<file path="src/rtl/ipg_pkg.sv">
package ipg_pkg;
  // Strobes from the control to one datapath lane.
  typedef struct packed {
    logic hold;      // disabled or arming: reload countdown, drop pulse
    logic step;      // subtract one tick from the countdown
    logic fire;      // countdown exhausted: reload and start a pulse
    logic widthStep; // pulse running: consume one tick of width
    logic pulseEnd;  // pulse width used up: drop the pulse
  } ipgCtrl_t;
endpackage

</file>
<file path="src/rtl/ipg_dpath.sv">
module ipg_dpath
  import ipg_pkg::*;
#(
  parameter int CNT_W  = 32,
  parameter int TICK_W = 8,
  parameter int PRSC_W = 16
) (
  input  logic              clk,
  input  logic              rstN,
  input  ipgCtrl_t          ctrl,
  input  logic [TICK_W-1:0] tickPeriod,
  input  logic [PRSC_W-1:0] prescale,
  input  logic [CNT_W-1:0]  interval,
  output logic              cntUnder,
  output logic              widthDone,
  output logic              pulseOn
);
  localparam int EXT_W = CNT_W - TICK_W;

  logic [CNT_W-1:0]  remain;
  logic [PRSC_W-1:0] widthLeft;
  logic [CNT_W-1:0]  tickExt;
  logic [PRSC_W-1:0] widthLoad;

  assign tickExt   = {{EXT_W{1'b0}}, tickPeriod};
  assign widthLoad = (prescale == '0) ? '0 : prescale - 1'b1;

  // Status toward the control.
  assign cntUnder  = remain < tickExt;
  assign widthDone = widthLeft == '0;

  // Interval countdown.
  always_ff @(posedge clk or negedge rstN) begin
    if (!rstN) begin
      remain <= '0;
    end else if (ctrl.hold || ctrl.fire) begin
      remain <= interval;
    end else if (ctrl.step) begin
      remain <= remain - tickExt;
    end
  end

  // Pulse width counter and pulse register.
  always_ff @(posedge clk or negedge rstN) begin
    if (!rstN) begin
      widthLeft <= '0;
      pulseOn   <= 1'b0;
    end else if (ctrl.hold) begin
      widthLeft <= '0;
      pulseOn   <= 1'b0;
    end else if (ctrl.fire) begin
      widthLeft <= widthLoad;
      pulseOn   <= 1'b1;
    end else if (ctrl.pulseEnd) begin
      pulseOn   <= 1'b0;
    end else if (ctrl.widthStep) begin
      widthLeft <= widthLeft - 1'b1;
    end
  end
endmodule

</file>
<file path="src/rtl/ipg_ctrl.sv">
module ipg_ctrl
  import ipg_pkg::*;
(
  input  logic     clk,
  input  logic     rstN,
  input  logic     tickStb,
  input  logic     enable,
  input  logic     evtClr,
  input  logic     cntUnder,
  input  logic     widthDone,
  input  logic     pulseOn,
  output ipgCtrl_t ctrl,
  output logic     evtFlag
);
  logic armed;
  logic running;
  logic tickRun;

  // A generator runs only after the enable has been seen for one cycle.
  assign running = enable && armed;
  assign tickRun = running && tickStb;

  always_comb begin
    ctrl           = '0;
    ctrl.hold      = !running;
    ctrl.fire      = tickRun && cntUnder;
    ctrl.step      = tickRun && !cntUnder;
    ctrl.pulseEnd  = tickRun && !cntUnder && pulseOn && widthDone;
    ctrl.widthStep = tickRun && !cntUnder && pulseOn && !widthDone;
  end

  always_ff @(posedge clk or negedge rstN) begin
    if (!rstN) begin
      armed <= 1'b0;
    end else begin
      armed <= enable;
    end
  end

  // Sticky flag: a firing outranks a clear in the same cycle.
  always_ff @(posedge clk or negedge rstN) begin
    if (!rstN) begin
      evtFlag <= 1'b0;
    end else if (ctrl.fire) begin
      evtFlag <= 1'b1;
    end else if (evtClr) begin
      evtFlag <= 1'b0;
    end
  end
endmodule

</file>
<file path="src/rtl/interval_pulse_gen.sv">
module interval_pulse_gen
  import ipg_pkg::*;
#(
  parameter int CNT_W   = 32,
  parameter int TICK_W  = 8,
  parameter int PRSC_W  = 16,
  parameter int NUM_GEN = 2
) (
  input  logic              clk,
  input  logic              rstN,
  input  logic              tickStb,
  input  logic [TICK_W-1:0] tickPeriod,
  input  logic [PRSC_W-1:0] prescale,
  input  logic [CNT_W-1:0]  interval0,
  input  logic [CNT_W-1:0]  interval1,
  input  logic [NUM_GEN-1:0] enable,
  input  logic [NUM_GEN-1:0] evtClr,
  output logic [NUM_GEN-1:0] pulseOut,
  output logic [NUM_GEN-1:0] evtFlag
);
  logic [CNT_W-1:0] intervalArr [NUM_GEN];

  // Map the interval ports onto lanes; extra lanes reuse the last one.
  generate
    for (genvar g = 0; g < NUM_GEN; g++) begin : g_map
      if (g == 0) begin : g_first
        assign intervalArr[g] = interval0;
      end else begin : g_rest
        assign intervalArr[g] = interval1;
      end
    end
  endgenerate

  generate
    for (genvar g = 0; g < NUM_GEN; g++) begin : g_lane
      ipgCtrl_t ctrl;
      logic     cntUnder;
      logic     widthDone;
      logic     pulseOn;

      ipg_ctrl u_ctrl (
        .clk       (clk),
        .rstN      (rstN),
        .tickStb   (tickStb),
        .enable    (enable[g]),
        .evtClr    (evtClr[g]),
        .cntUnder  (cntUnder),
        .widthDone (widthDone),
        .pulseOn   (pulseOn),
        .ctrl      (ctrl),
        .evtFlag   (evtFlag[g])
      );

      ipg_dpath #(
        .CNT_W  (CNT_W),
        .TICK_W (TICK_W),
        .PRSC_W (PRSC_W)
      ) u_dpath (
        .clk        (clk),
        .rstN       (rstN),
        .ctrl       (ctrl),
        .tickPeriod (tickPeriod),
        .prescale   (prescale),
        .interval   (intervalArr[g]),
        .cntUnder   (cntUnder),
        .widthDone  (widthDone),
        .pulseOn    (pulseOn)
      );

      assign pulseOut[g] = pulseOn;
    end
  endgenerate
endmodule

</file>
<file path="config.mk">
export PLATFORM = sky130hd
export DESIGN_NAME = interval_pulse_gen
export DESIGN_NICKNAME = d
export VERILOG_FILES = /design/src/rtl/ipg_pkg.sv /design/src/rtl/ipg_dpath.sv /design/src/rtl/ipg_ctrl.sv /design/src/rtl/interval_pulse_gen.sv
export SDC_FILE = /design/constraint.sdc
export NUM_CORES = 1
export LEC_CHECK = 0
export ABC_AREA = 0
export CORE_MARGIN = 2
export CORE_UTILIZATION = 52
export CTS_CLUSTER_DIAMETER = 60
export CTS_CLUSTER_SIZE = 20
export DETAILED_ROUTE_END_ITERATION = 7
export DONT_BUFFER_PORTS = 1
export HOLD_SLACK_MARGIN = 0.12
export MAX_ROUTING_LAYER = met4
export PLACE_DENSITY = 0.67
export SYNTH_ARGS = -nofsm -noshare
export SYNTH_HDL_FRONTEND = slang
export SYNTH_SLANG_ARGS = --single-unit
export TNS_END_PERCENT = 1
</file>
<file path="constraint.sdc">
create_clock -name clk -period 7.4 [get_ports clk]
set_input_delay 0.37 -clock clk [delete_from_list [all_inputs] [get_ports clk]]
set_output_delay 0.37 -clock clk [all_outputs]
set_load 0.02 [all_outputs]
</file>
==> results of run 1 <==
[kinds of logic after synthesis]
kind of cell / after synthesis / synth area share
AOI/OAI and AO/OA: 278 / 0.258
xor gates and xnor gates: 30 / 0.0364
adders and majority gates: 22 / 0.0402
buffers and inverters: 76 / 0.0470
DFF: 102 / 0.354
muxes: 8 / 0.0116
and+or+nand+nor: 354 / 0.253
[path summary, 6_finish.rpt]
path                                                              start                                         end  cells past startpoint
worst min-delay path                                      interval0[11]    g_lane[0].u_dpath.remain[11]$_DFFE_PN0P_                      2
min in group asynchronous                                          rstN  g_lane[1].u_dpath.widthLeft[5]$_DFFE_PN0P_                      2
worst min register to register  g_lane[0].u_dpath.remain[4]$_DFFE_PN0P_     g_lane[0].u_dpath.remain[4]$_DFFE_PN0P_                      2
worst max register to register  g_lane[0].u_dpath.remain[0]$_DFFE_PN0P_    g_lane[0].u_dpath.remain[15]$_DFFE_PN0P_                     10
max in group asynchronous                                          rstN     g_lane[0].u_dpath.remain[8]$_DFFE_PN0P_                      2
worst max-delay path            g_lane[0].u_dpath.remain[0]$_DFFE_PN0P_    g_lane[0].u_dpath.remain[15]$_DFFE_PN0P_                     10
[critical path, cell delays in order (launching register included)]
cell and delay, ns:
dfrtp_1 0.36, inv_1 0.08, ha_1 0.19, fa_1 0.22, nor2b_1 0.07, o31a_1 0.28, o41ai_1 0.85, nand4_1 0.22
nand2_1 0.92, nor4_1 0.10, a311o_1 0.35
[report_power, final]
| group | internal, mW | switching (mW) |
|---|---|---|
| Sequential | 0.598 | 0.0381 |
| Combinational | 0.121 | 0.177 |
| Clock | 0.257 | 0.214 |
| Total | 0.976 | 0.429 |
[through the flow]
stage	util	std cells	hold slack (ns)	setup WS (ns)
finish	0.557	1032	0.137	3.64
global route	0.557	1032	0.142	3.22
CTS	0.557	1032	0.130	3.64
detailed placement	0.530	1011	0.0783	3.62
global placement	0.530	1011	0.0793	3.81
floorplan	-	870	0.0744	4.46
[cell type report]
class,instances,area share
clock buffers,9,0.0295
clock inverters,5,0.00688
inverters,29,0.0142
multi-input cells,692,0.567
flip-flops and latches,102,0.334
well taps,180,0.0295
repair buffers,15,0.0193
[routing by layer]
metal,vias up,part of all wire
li1,3240,-
met2,244,0.48
met1,3361,0.44
met5,-,0
met4,0,0.021
met3,38,0.064
[sequential cells by signal, indices dropped and copies added (netlist names)]
signal,cells
g_lane.u_dpath.widthLeft,32
g_lane.u_dpath.remain,64
g_lane.u_ctrl.armed,2
g_lane.u_dpath.pulseOn,2
g_lane.u_ctrl.evtFlag,2
[cell usage in the layout, fill, tap and decap left out, types with 4 or more instances in the layout]
| cell type | netlist | routed |
|---|---|---|
| dfrtp_1 | 102 | 102 |
| nand2_1 | 79 | 79 |
| nor2_1 | 73 | 70 |
| a21oi_1 | 69 | 69 |
| o21ai_0 | 50 | 50 |
| nor3_1 | 45 | 45 |
| inv_1 | 29 | 29 |
| nand3_1 | 25 | 25 |
| or3_1 | 23 | 23 |
| xnor2_1 | 23 | 23 |
| nor4_1 | 22 | 22 |
| or4_1 | 21 | 21 |
| a211oi_1 | 21 | 21 |
| ha_1 | 20 | 20 |
| o21a_1 | 18 | 18 |
| or2_2 | 12 | 12 |
| a31oi_1 | 12 | 12 |
| o211ai_1 | 11 | 11 |
| o311ai_0 | 11 | 11 |
| a22oi_1 | 10 | 10 |
| o22ai_1 | 10 | 10 |
| nor2b_1 | 9 | 9 |
| clkbuf_16 | 0 | 9 |
| buf_4 | 7 | 8 |
| o31a_1 | 7 | 7 |
| xor2_1 | 7 | 7 |
| nand4_1 | 6 | 6 |
| nand2b_1 | 6 | 6 |
| and3_1 | 6 | 6 |
| dlygate4sd3_1 | 0 | 6 |
| and2_1 | 5 | 5 |
| o22a_1 | 5 | 5 |
| mux2i_1 | 5 | 5 |
| o41ai_1 | 4 | 4 |
| and4_1 | 4 | 4 |
| o31ai_1 | 4 | 4 |
| a2bb2oi_1 | 4 | 4 |
| o32ai_1 | 4 | 4 |
| a21boi_0 | 4 | 4 |
==> run_results.csv, run 1 <==
group,metric,value,unit
floorplan,die_area,14800,µm²
timing,final_hold_viol_count,0,
timing,fmaxAchievable,266,MHz
grt,met3_usage,0.0538,
worst_hold_path,class_of_the_tightest_hold_or_removal_check,"in2reg",
critical_path,start_kind,"flip-flop",
placed_design,postPlaceCellArea,7280,µm²
drt,drt_pass1_iterations,5,
run_status,status,"finished, final reports clean",
grt,grt_pass1_wl,32800,µm
grt,overflow,0,
final_layout,final_area,7640,µm²
critical_path,data_arrival_time_at_the_worst_slack_endpoint,4.00,ns
grt,grt_pass1_vias,6596,
drt,post_drt_via_cell_ratio,6.67,
drt,routedWlPerCell,19.6,µm
timing,setup_viol_count_final,0,
final_layout,multi_input_area,4330,µm²
synthesis,yosys.area.top_type,"dfrtp_1",
power_and_ir_drop,peakVddDrop,121,µV
critical_path,critical_path.max_fanout,34,
final_layout,layout_cell_share_with_drive_strength_beyond_1,0.0599,
clocking,clock_h_tree_levels,3,
floorplan,floorplan.die.width,122,µm
final_layout,seq_area,2550,µm²
final_layout,syn2layout_area_growth,5.93,%
synthesis,ys_async_sr_fraction,1.00,
synthesis,synth.yosys.seq_area_share,0.354,
placed_design,io_buffer_count,0,
synthesis,synth_most_common_cell,"dfrtp_1",
synthesis,synth.top_cell.area_share,0.354,
clocking,root_buffer_cell,"clkbuf_16",
critical_path,criticalPathCategory,"reg2reg",
final_layout,num_antenna_cells,0,
floorplan,floorplan.core_area,13700,µm²
power_and_ir_drop,design_power_total,1.40,mW
synthesis,synth_edf_count,0,
power_and_ir_drop,leakagePower,2.92,nW
grt,grtUsageMet1,0.372,
timing,tightestPinTransition,1.25,ns
critical_path,critical_path.endpoint_type,"flip-flop",
drt,antenna_violating_nets_post_route,0,
drt,via_count,6883,
clocking,cts_buffers,9,
power_and_ir_drop,power-per-cell-area,184,nW/µm²
critical_path,reg2reg_slack,3.64,ns
clocking,cts_repair_resize_count,0,
timing,period_share,0.508,
timing,maxSlewHeadroom,0.166,
synthesis,syn_nets,987,
grt,largest_net_degree_at_the_start_of_global_routing,103,
synthesis,syn-mean-instance-area,8.29,µm²
clocking,cts.path.max_buffers,2,
timing,final_max_slew_viol_count,0,
placed_design,detailedPlacementHpwl,14200,µm
clocking,register_clock_pin_slew_on_the_reported_worst_setup_and_hold_paths,0.07,ns
synthesis,netlist_instances,870,
grt,grt_antenna_before_repair,0,
floorplan,ios,99,
drt,routed_wl,20200,µm
grt,grt_use_total,0.285,
drt,drt_iter0_drc,601,
placed_design,routabilityCongestion,0.967,
floorplan,dieHeight,122,µm
critical_path,critPathRequiredTime,7.64,ns
timing,clock_skew,0.00800,ns
grt,met2_usage,0.448,
floorplan,std_cell_rows,43,
floorplan,start_util,0.526,
clocking,postCtsHoldBufs,7,
timing,finalWorstPathRequiredPeriod,3.76,ns
synthesis,ys_types,77,
final_layout,filler_cell_count,1303,
drt,remaining_drc_errors,0,
clocking,worst_skew_pair_latency,0.36,ns
synthesis,synth.area.top_cells,"dfrtp_1, a21oi_1, nand2_1",
grt,grt_busiest_layer,"met2",
synthesis,synthesis.yosys.warnings,0,
synthesis,ys_ff_latch,102,
timing,rsz_0062_raised_after_global_routing,"no",
flow_run,max_cap_viols,0,
synthesis,syn-cell-area,7210,µm²
synthesis,synth.top_cells.by_count,"dfrtp_1, nand2_1, nor2_1",
clocking,tritoncts,"built",
synthesis,postSynth.topFlopCell,"dfrtp_1",
timing,finalSetupTns,0,ns
clocking,cts_post_setup_buffers_inserted,0,
final_layout,final_nets,966,
clocking,clock_sink_count,102,
(Power assumes the default switching activity.)
==> inputs of run 2 (changes only) <==
clock period = 3.8 ns   (was 7.4 ns; I/O delays follow)
==> run_results.csv, run 2 (synthesis results as in run 1) <==
group,metric,value,unit
clocking,postCtsHoldBufs,69,
run_status,status,"finished, final reports clean",
floorplan,floorplan.core_area,13700,µm²
final_layout,final_nets,1035,
final_layout,reg_top3,"g_lane.u_dpath.remain (64), g_lane.u_dpath.widthLeft (32)",
grt,grt_antenna_before_repair,0,
worst_hold_path,class_of_the_tightest_hold_or_removal_check,"in2reg",
flow_run,max_cap_viols,0,
grt,grt_use_total,0.295,
final_layout,regMostFlops,"g_lane.u_dpath.remain",
placed_design,io_buffer_count,0,
power_and_ir_drop,peakVddDrop,344,µV
timing,finalSetupTns,0,ns
critical_path,start_kind,"flip-flop",
critical_path,criticalPathCategory,"reg2reg",
critical_path,critical_path.endpoint_type,"flip-flop",
floorplan,ios,99,
timing,post-route-worst-setup-slack,0.515,ns
critical_path,crit_path_start,"g_lane[1].u_dpath.remain[0]$_DFFE_PN0P_",
critical_path,timing.critical_path.to,"g_lane[1].u_dpath.remain[16]$_DFFE_PN0P_",
timing,rsz_0062_raised_after_global_routing,"no",
clocking,root_buffer_cell,"clkbuf_16",
drt,drt_pass1_iterations,5,
critical_path,r2r-end,"g_lane[1].u_dpath.remain[16]$_DFFE_PN0P_",
final_layout,largest_reg_flops,64,
clocking,register_clock_pin_slew_on_the_reported_worst_setup_and_hold_paths,0.07,ns
floorplan,floorplan.die.width,122,µm
drt,antenna_violating_nets_post_route,0,
power_and_ir_drop,p_comb_frac,0.212,
timing,setup_viol_count_final,0,
clocking,clock_sink_count,102,
final_layout,final_area,8420,µm²
clocking,cts_buffers,9,
drt,remaining_drc_errors,0,
power_and_ir_drop,switching_share,0.285,
final_layout,final_non_filler_cells,1103,
grt,grt_pass1_vias,6877,
timing,maxSlewHeadroom,0.384,
drt,routedWlPerCell,19.1,µm
critical_path,reg2reg_slack,0.51,ns
clocking,cts.path.max_buffers,2,
placed_design,routabilityCongestion,0.951,
final_layout,layout_commonest_cell,"dfrtp_1",
power_and_ir_drop,leakagePower,3.27,nW
drt,drt_iter0_drc,664,
final_layout,layout_cell_share_with_drive_strength_beyond_1,0.0650,
timing,holdWs,0.132,ns
placed_design,postPlaceCellArea,7330,µm²
clocking,clock_h_tree_levels,3,
timing,fmaxAchievable,304,MHz
grt,overflow,0,
clocking,cts_post_setup_buffers_inserted,0,
floorplan,die_area,14800,µm²
drt,routed_wl,21000,µm
timing,tightestPinTransition,0.923,ns
power_and_ir_drop,power.sequential.fraction,0.404,
placed_design,dpl_worst_slack,0.640,ns
floorplan,dieHeight,122,µm
power_and_ir_drop,power.share.clock,0.384,
grt,grt_pass1_wl,34200,µm
power_and_ir_drop,net_switching_power,0.876,mW
final_layout,num_antenna_cells,0,
final_layout,syn2layout_area_growth,16.7,%
power_and_ir_drop,cell_internal_pwr,2.20,mW
drt,via_count,7225,
clocking,tritoncts,"built",
drt,post_drt_via_cell_ratio,6.55,
floorplan,std_cell_rows,43,
power_and_ir_drop,power-per-cell-area,365,nW/µm²
placed_design,dpl.cell_count,1018,
clocking,worst_skew_pair_latency,0.36,ns
critical_path,critical_path.max_fanout,8,
floorplan,start_util,0.526,
grt,largest_net_degree_at_the_start_of_global_routing,103,
final_layout,final_cell_mix,"dfrtp_1, nand2_1, nor2_1",
timing,clock_skew,0.00806,ns
critical_path,worst_r2r_path_depth,11,
timing,period_share,0.865,
critical_path,rr_startpoint,"g_lane[1].u_dpath.remain[0]$_DFFE_PN0P_",
placed_design,detailedPlacementHpwl,14500,µm
critical_path,critPathRequiredTime,4.10,ns
critical_path,data_arrival_time_at_the_worst_slack_endpoint,3.59,ns
timing,finalWorstPathRequiredPeriod,3.29,ns
timing,final_hold_viol_count,0,
clocking,cts_repair_resize_count,0,
timing,final_max_slew_viol_count,0,
[run 2: cell count changes in the layout (fill, tap and decap cells not counted)]
cell,previous run,this run
clkinv_2,3,0
bufinv_16,1,4
buf_4,8,15
clkinvlp_4,1,0
clkinv_4,0,1
dlygate4sd3_1,6,68
clkbuf_8,0,2
[run 2: final cells by class]
| cell class | count | area [µm²] |
|---|---|---|
| Clock buffer | 11 | 253 |
| Fill cell | 1186 | 5300 |
| Multi-Input combinational cell | 692 | 4330 |
| Clock inverter | 5 | 129 |
| Inverter | 29 | 109 |
| Timing Repair Buffer | 84 | 821 |
| Sequential cell | 102 | 2550 |
| Tap cell | 180 | 225 |
[run 2: power groups by stage]
stage	clock (mW)	sequential, mW	combinational [mW]
after floorplan	0	1.24	0.441
after global placement	0	1.25	0.532
after detailed placement	0	1.26	0.551
after CTS	1.20	1.24	0.643
after global routing	1.25	1.25	0.718
final	1.18	1.24	0.652
[run 2: worst max-delay path: stages, from the launching register on]
cell and delay, ns:
dfrtp_1 0.36, inv_1 0.08, ha_1 0.20, fa_1 0.21
nor2b_1 0.08, o31a_1 0.30, o41a_1 0.45, nor3_1 0.54
a311o_1 0.24, o21ai_0 0.09, a21oi_1 0.12, dlygate4sd3_1 0.55
[run 2: how the worst min path moves through the flow]
stage / slack, ns / end / start / cells past startpoint
floorplan: -0.11 / g_lane[0].u_ctrl.armed$_DFF_PN0_ / rstN / 0
global placement: -0.10 / g_lane[1].u_dpath.widthLeft[9]$_DFFE_PN0P_ / rstN / 0
detailed placement: -0.10 / g_lane[1].u_dpath.widthLeft[8]$_DFFE_PN0P_ / rstN / 0
CTS: 0.13 / g_lane[0].u_dpath.remain[31]$_DFFE_PN0P_ / tickStb / 2
global route: 0.14 / g_lane[0].u_dpath.remain[0]$_DFFE_PN0P_ / tickStb / 2
finish: 0.13 / g_lane[0].u_dpath.remain[0]$_DFFE_PN0P_ / tickStb / 2
[run 2: routing by layer]
metal  vias up  part of all wire  routed length [µm]  track usage
met1      3506              0.44                9270        0.384
met5         -                 0                   0            -
met2       309              0.47                9810        0.461
met3        42             0.075                1580       0.0758
met4         0             0.018                 373       0.0769
li1       3368                 -                   -            -
[run 2: stage by stage]
stage           util  power, mW
2_1_floorplan      -       1.68
3_3_place_gp   0.534       1.78
3_5_place_dp   0.534       1.81
4_1_cts        0.614       3.08
5_1_grt        0.614       3.21
6_report       0.614       3.07
